`src/rtl/audio_rx_pkg.sv`:
```
package audio_rx_pkg;
  localparam int OUT_W   = 24;
  localparam int LSB_MAX = 20;

  typedef enum logic [1:0] {
    FMT_I2S   = 2'd0,
    FMT_LSB16 = 2'd1,
    FMT_LSB18 = 2'd2,
    FMT_LSB20 = 2'd3
  } fmt_e;

  function automatic logic [OUT_W-1:0] sext_lsb(input logic [LSB_MAX-1:0] sr, input fmt_e f);
    logic [OUT_W-1:0] r;
    case (f)
      FMT_LSB16: r = {{(OUT_W-16){sr[15]}}, sr[15:0]};
      FMT_LSB18: r = {{(OUT_W-18){sr[17]}}, sr[17:0]};
      default:   r = {{(OUT_W-20){sr[19]}}, sr[19:0]};
    endcase
    return r;
  endfunction
endpackage

```
`src/rtl/sync_ff.sv`:
```
module sync_ff #(
  parameter int W      = 3,
  parameter int STAGES = 2
) (
  input  logic         clk_i,
  input  logic         rst_ni,
  input  logic [W-1:0] d_i,
  output logic [W-1:0] q_o
);
  for (genvar b = 0; b < W; b++) begin : g_bit
    logic [STAGES-1:0] chain;
    always_ff @(posedge clk_i or negedge rst_ni) begin
      if (!rst_ni) chain <= '0;
      else         chain <= {chain[STAGES-2:0], d_i[b]};
    end
    assign q_o[b] = chain[STAGES-1];
  end
endmodule

```
`src/rtl/rx_frontend.sv`:
```
module rx_frontend #(
  parameter int STAGES = 2
) (
  input  logic clk_i,
  input  logic rst_ni,
  input  logic sck_i,
  input  logic ws_i,
  input  logic sd_i,
  output logic bit_stb_o,
  output logic bit_o,
  output logic ws_edge_o,
  output logic ws_fall_o,
  output logic ws_chg_o
);
  logic [2:0] sync_q;
  logic sck_s, ws_s, sd_s;
  logic sck_d, ws_d, ws_bit_prev, primed;

  sync_ff #(.W(3), .STAGES(STAGES)) u_sync (
    .clk_i (clk_i),
    .rst_ni(rst_ni),
    .d_i   ({sck_i, ws_i, sd_i}),
    .q_o   (sync_q)
  );

  assign {sck_s, ws_s, sd_s} = sync_q;

  always_ff @(posedge clk_i or negedge rst_ni) begin
    if (!rst_ni) begin
      sck_d       <= 1'b0;
      ws_d        <= 1'b0;
      ws_bit_prev <= 1'b0;
      primed      <= 1'b0;
    end else begin
      sck_d <= sck_s;
      ws_d  <= ws_s;
      if (bit_stb_o) begin
        primed      <= 1'b1;
        ws_bit_prev <= ws_s;
      end
    end
  end

  assign bit_stb_o = sck_s & ~sck_d;
  assign bit_o     = sd_s;
  assign ws_edge_o = bit_stb_o & primed & (ws_s ^ ws_bit_prev);
  // previous level high: right word just ended
  assign ws_fall_o = ws_edge_o & ws_bit_prev;
  assign ws_chg_o  = ws_s ^ ws_d;
endmodule

```
`src/rtl/word_capture.sv`:
```
module word_capture
  import audio_rx_pkg::*;
(
  input  logic             clk_i,
  input  logic             rst_ni,
  input  logic             bit_stb_i,
  input  logic             bit_i,
  input  logic             edge_i,
  input  fmt_e             fmt_i,
  output logic [OUT_W-1:0] word_o
);
  localparam int CW = $clog2(OUT_W + 1);
  localparam logic [CW-1:0] CNT_MAX = CW'(OUT_W);
  localparam logic [OUT_W-1:0] TOP_BIT = {1'b1, {(OUT_W-1){1'b0}}};

  logic [OUT_W-1:0]   acc, acc_nx;
  logic [CW-1:0]      cnt;
  logic [LSB_MAX-1:0] sr;

  // MSB-first accumulator: the bit on the edge strobe still belongs to the ending word
  always_comb begin
    acc_nx = acc;
    if (cnt < CNT_MAX && bit_i) acc_nx = acc | (TOP_BIT >> cnt);
  end

  always_ff @(posedge clk_i or negedge rst_ni) begin
    if (!rst_ni) begin
      acc <= '0;
      cnt <= '0;
      sr  <= '0;
    end else if (bit_stb_i) begin
      sr <= {sr[LSB_MAX-2:0], bit_i};
      if (edge_i) begin
        acc <= '0;
        cnt <= '0;
      end else begin
        acc <= acc_nx;
        if (cnt < CNT_MAX) cnt <= cnt + 1'b1;
      end
    end
  end

  // justified word excludes the bit sampled on the edge strobe
  assign word_o = (fmt_i == FMT_I2S) ? acc_nx : sext_lsb(sr, fmt_i);
endmodule

```
`src/rtl/lock_monitor.sv`:
```
module lock_monitor #(
  parameter int TO_W = 16
) (
  input  logic            clk_i,
  input  logic            rst_ni,
  input  logic            ws_chg_i,
  input  logic [TO_W-1:0] timeout_i,
  output logic            locked_o
);
  logic [TO_W-1:0] idle_cnt;

  always_ff @(posedge clk_i or negedge rst_ni) begin
    if (!rst_ni) begin
      idle_cnt <= '0;
      locked_o <= 1'b0;
    end else if (ws_chg_i) begin
      idle_cnt <= '0;
      locked_o <= 1'b1;
    end else begin
      if (idle_cnt != '1) idle_cnt <= idle_cnt + 1'b1;
      if (idle_cnt >= timeout_i) locked_o <= 1'b0;
    end
  end
endmodule

```
`src/rtl/audio_serial_rx.sv`:
```
module audio_serial_rx
  import audio_rx_pkg::*;
#(
  parameter int TO_W   = 16,
  parameter int STAGES = 2
) (
  input  logic             clk_i,
  input  logic             rst_ni,
  input  logic             sck_i,
  input  logic             ws_i,
  input  logic             sd_i,
  input  logic [1:0]       fmt_i,
  input  logic [TO_W-1:0]  timeout_i,
  output logic [OUT_W-1:0] left_o,
  output logic [OUT_W-1:0] right_o,
  output logic             valid_o,
  output logic             locked_o
);
  logic bit_stb, bit_val, ws_edge, fall_stb, rise_stb, ws_chg;
  logic have_left;
  fmt_e fmt_q;
  logic [OUT_W-1:0] word, left_hold;

  rx_frontend #(.STAGES(STAGES)) u_front (
    .clk_i    (clk_i),
    .rst_ni   (rst_ni),
    .sck_i    (sck_i),
    .ws_i     (ws_i),
    .sd_i     (sd_i),
    .bit_stb_o(bit_stb),
    .bit_o    (bit_val),
    .ws_edge_o(ws_edge),
    .ws_fall_o(fall_stb),
    .ws_chg_o (ws_chg)
  );

  word_capture u_cap (
    .clk_i    (clk_i),
    .rst_ni   (rst_ni),
    .bit_stb_i(bit_stb),
    .bit_i    (bit_val),
    .edge_i   (ws_edge),
    .fmt_i    (fmt_q),
    .word_o   (word)
  );

  lock_monitor #(.TO_W(TO_W)) u_lock (
    .clk_i    (clk_i),
    .rst_ni   (rst_ni),
    .ws_chg_i (ws_chg),
    .timeout_i(timeout_i),
    .locked_o (locked_o)
  );

  assign rise_stb = ws_edge & ~fall_stb;

  always_ff @(posedge clk_i or negedge rst_ni) begin
    if (!rst_ni) begin
      fmt_q     <= FMT_I2S;
      have_left <= 1'b0;
      left_hold <= '0;
      left_o    <= '0;
      right_o   <= '0;
      valid_o   <= 1'b0;
    end else begin
      valid_o <= 1'b0;
      if (rise_stb) begin
        left_hold <= word;
        have_left <= 1'b1;
      end
      if (fall_stb) begin
        fmt_q     <= fmt_e'(fmt_i);
        have_left <= 1'b0;
        if (have_left) begin
          left_o  <= left_hold;
          right_o <= word;
          valid_o <= 1'b1;
        end
      end
    end
  end
endmodule

```
`config.mk`:
```
export PLATFORM = sky130hd
export DESIGN_NAME = audio_serial_rx
export DESIGN_NICKNAME = d
export VERILOG_FILES = /design/src/rtl/audio_rx_pkg.sv /design/src/rtl/sync_ff.sv /design/src/rtl/rx_frontend.sv /design/src/rtl/word_capture.sv /design/src/rtl/lock_monitor.sv /design/src/rtl/audio_serial_rx.sv
export SDC_FILE = /design/constraint.sdc
export NUM_CORES = 1
export LEC_CHECK = 0
export CORE_ASPECT_RATIO = 1.5
export CORE_MARGIN = 4
export CORE_UTILIZATION = 40
export CTS_CLUSTER_DIAMETER = 30
export CTS_CLUSTER_SIZE = 20
export DETAILED_ROUTE_END_ITERATION = 10
export PLACE_DENSITY = 0.7
export SYNTH_ARGS = -nofsm -noshare
export SYNTH_HDL_FRONTEND = slang
export SYNTH_SLANG_ARGS = --single-unit
```
`constraint.sdc`:
```
create_clock -name clk_i -period 3.17 [get_ports clk_i]
set_input_delay 0.317 -clock clk_i [delete_from_list [all_inputs] [get_ports clk_i]]
set_output_delay 0.317 -clock clk_i [all_outputs]
set_load 0.005 [all_outputs]
```
==> flow_metrics.py <==
metrics = {
    "grt": {
        "grt_pass1_vias": 4799,
        "grt_use_met3": 0.0378,
        "gr-total-overflow": 0,
        "grt_pass1_wl_um": 23700,
        "grt_max_degree": 83,
        "grt_use_total": 0.154,
        "use_met2": 0.265,
        "busiest_layer": "met2",
        "gr-usage-met1": 0.187,
        "antenna_found_initial": 0,
    },
    "placement": {
        "placedInstanceArea_mm2": 0.00774,
        "portBuffers": 72,
        "dp_hpwl_um": 9730,
        "place.gp.congestion": 0.852,
        "post-place-ws_ns": 1.26,
    },
    "cts": {
        "cts_tree": "done",
        "post_cts_buffers": 0,
        "clockBufferDepth": 2,
        "cts_sinks": 152,
        "clock_latency_ns": 0.42,
        "htreeDepth": 4,
        "numCtsBuffers": 17,
        "clkTransAtPathRegs_ns": 0.06,
        "cts_root_buffer": "clkbuf_16",
    },
    "timing": {
        "hold_ws_ns": 0.339,
        "period_needed_ns": 1.91,
        "fin_crit_sh": 0.604,
        "final_max_slew_viol_count": 0,
        "max_slew_margin": 0.278,
        "tns_ns": 0,
        "fmax_ghz": 0.522,
        "hold_viol": 0,
        "skew_ns": 0.00877,
        "tightest_slew_ns": 1.08,
        "setup_viol": 0,
        "layout_setup_ws_ns": 1.26,
        "rsz0062_at_grt": "no",
    },
    "layout": {
        "antenna-diode-count": 0,
        "nets": 686,
        "layout_commonest_cell": "dfrtp_1",
        "fin_area_mm2": 0.00837,
        "drive_above_1_share": 0.217,
        "fillCellCount": 1441,
        "multi_input_area_mm2": 0.00280,
        "register_area_mm2": 0.00380,
        "area_growth_pct": 22.7,
        "mostFrequentLayoutCells": "dfrtp_1, mux2_2, a21oi_1",
    },
    "routing": {
        "drt-initial-drc-count": 257,
        "wl_um": 14100,
        "route.detailed.drc": 0,
        "post_drt_wl_per_cell_um": 16.4,
        "drt_first_pass_iters": 4,
        "vias": 4594,
        "ant_nets": 0,
        "vias_per_cell": 5.34,
    },
    "synthesis": {
        "yosysUniqueCellTypes": 52,
        "synth-async-reset-ratio": 1.00,
        "syn_nets": 617,
        "synth_largest_area_cell": "dfrtp_1",
        "synth-edff-count": 0,
        "netlist_area_mm2": 0.00682,
        "ys_warn_count": 0,
        "syn_inst": 568,
        "syn_avg_cell_area_um2": 12.0,
        "synth_ff_type": "dfrtp_1",
        "ys_seq_elements": 152,
        "synth_top_cell_area_share": 0.557,
        "ys_seq_area_frac": 0.557,
        "yosys-top-cells-area": "dfrtp_1, mux2_2, a21oi_1",
    },
    "floorplanning": {
        "core_mm2": 0.0168,
        "die_h_um": 168,
        "io_pins": 73,
        "start_util": 0.407,
        "die_w_um": 115,
        "rows": 58,
        "die_area_mm2": 0.0193,
    },
    "critical_path": {
        "crit_slowest_cell": "dfrtp_1",
        "path_max_fanout": 14,
        "worstPathRequired_ns": 3.47,
        "critPathBufInv": 2,
        "reg2reg_depth": 6,
        "cpMostUsedCell": "inv_1",
        "crit_path_start_kind": "flop",
        "cp-end-kind": "flop",
        "critical_path_class": "reg2reg",
        "r2r_end": "right_o[18]",
        "arrival_ns": 2.22,
        "regToRegSetupSlack_ns": 1.26,
        "r2r_start": "fmt_q[1]",
        "cpPeakStageDelay_ns": 0.40,
        "critPathTopFamily": "flip-flops",
        "crit_chain": "inv_1, ha_1, inv_1, a211oi_1, a21oi_1, mux2_2",
    },
    "hold_path": {
        "hp-start": "sd_i",
        "hold_class": "in2reg",
        "hold_end": "u_front.u_sync.g_bit[0].chain[0]",
        "hold_depth": 1,
    },
    "run_status": {
        "outcome": "finished clean",
    },
    "pwr": {
        "p_per_area_mw_per_mm2": 813,
        "peakVddDrop_mv": 0.460,
        "leakage_nw": 3.88,
    },
    "flow_run": {
        "maxCapViolCount": 0,
    },
}
[worst register-to-register path, stage by stage, from the launching register on]
cell and delay, ns:
dfrtp_1 0.40, inv_1 0.09, ha_1 0.35, inv_1 0.27, a211oi_1 0.30, a21oi_1 0.09, mux2_2 0.29
[kinds of logic after synthesis]
group | share of synthesized area
compound gates | 0.104
xor+xnor | 0.00770
fa+ha+maj | 0.0477
buf+inv | 0.0325
flops | 0.557
mux | 0.161
simple gates | 0.0898
[power by group]
part	switching (mW)	internal, mW	total, mW
sequential	0.369	2.52	2.89
clock	0.846	1.29	2.13
combinational	0.736	1.05	1.78
[worst max-delay path by stage]
stage,startpoint,to,slack (ns),cells past startpoint
6_report,fmt_q[1],right_o[18],1.26,6
5_1_grt,fmt_q[1],right_o[18],1.06,6
4_1_cts,fmt_q[1],right_o[18],1.24,6
3_5_place_dp,fmt_q[1],right_o[18],1.26,6
3_3_place_gp,fmt_q[0],left_hold[18],1.32,6
2_1_floorplan,fmt_q[0],left_hold[21],1.43,8
[stage by stage]
stage / power (mW) / util / instances
floorplan: 3.80 / - / 568
global placement: 4.66 / 0.462 / 827
detailed placement: 4.75 / 0.462 / 827
CTS: 6.89 / 0.500 / 860
global route: 7.21 / 0.500 / 860
finish: 6.81 / 0.500 / 860
[routing by layer]
layer | share of wire | routed length, um
met1 | 0.41 | 5800
met2 | 0.54 | 7640
met3 | 0.036 | 509
met4 | 0.013 | 184
met5 | 0 | 0
[area by class of cell]
cell class,instances,area share
inverter,24,0.0108
clock inverter,13,0.0220
clock buffer,19,0.0529
multi-input combinational,363,0.335
sequential,152,0.454
timing repair buffer,79,0.0943
tap,210,0.0314
[timing repair]
action                                  in CTS  in global routing
resized for setup                            0                  0
endpoints found under the hold margin       70                  0
endpoints found under the setup margin       0                  0
hold buffers                                 1                  0
[cells in the mapped netlist, drive strengths merged, types with 3 or more instances]
cell      n
dfrtp   152
or4       4
nand3     7
clkbuf   15
inv      24
mux2     95
or3       3
nand2     8
nand4    10
and2      6
a31oi     5
buf      14
ha       26
nor3      5
a21oi    76
and4      3
xnor2     3
o311ai    3
o21ai     9
mux2i     3
a211oi   11
xor2      3
nor2     51
nor2b     7
[flip-flops by register name, summed over array words and instances, names as in the netlist]
| register | flops |
|---|---|
| left_hold | 24 |
| left_o | 24 |
| right_o | 24 |
| u_cap.acc | 24 |
| u_cap.sr | 20 |
| u_lock.idle_cnt | 16 |
| u_front.u_sync.g_bit.chain | 6 |
| u_cap.cnt | 5 |
| fmt_q | 2 |
| have_left | 1 |
| u_front.primed | 1 |
| u_front.sck_d | 1 |
| u_front.ws_bit_prev | 1 |
| u_front.ws_d | 1 |
| u_lock.locked_o | 1 |
| valid_o | 1 |
No activity file was read; power rests on OpenSTA's default activity.
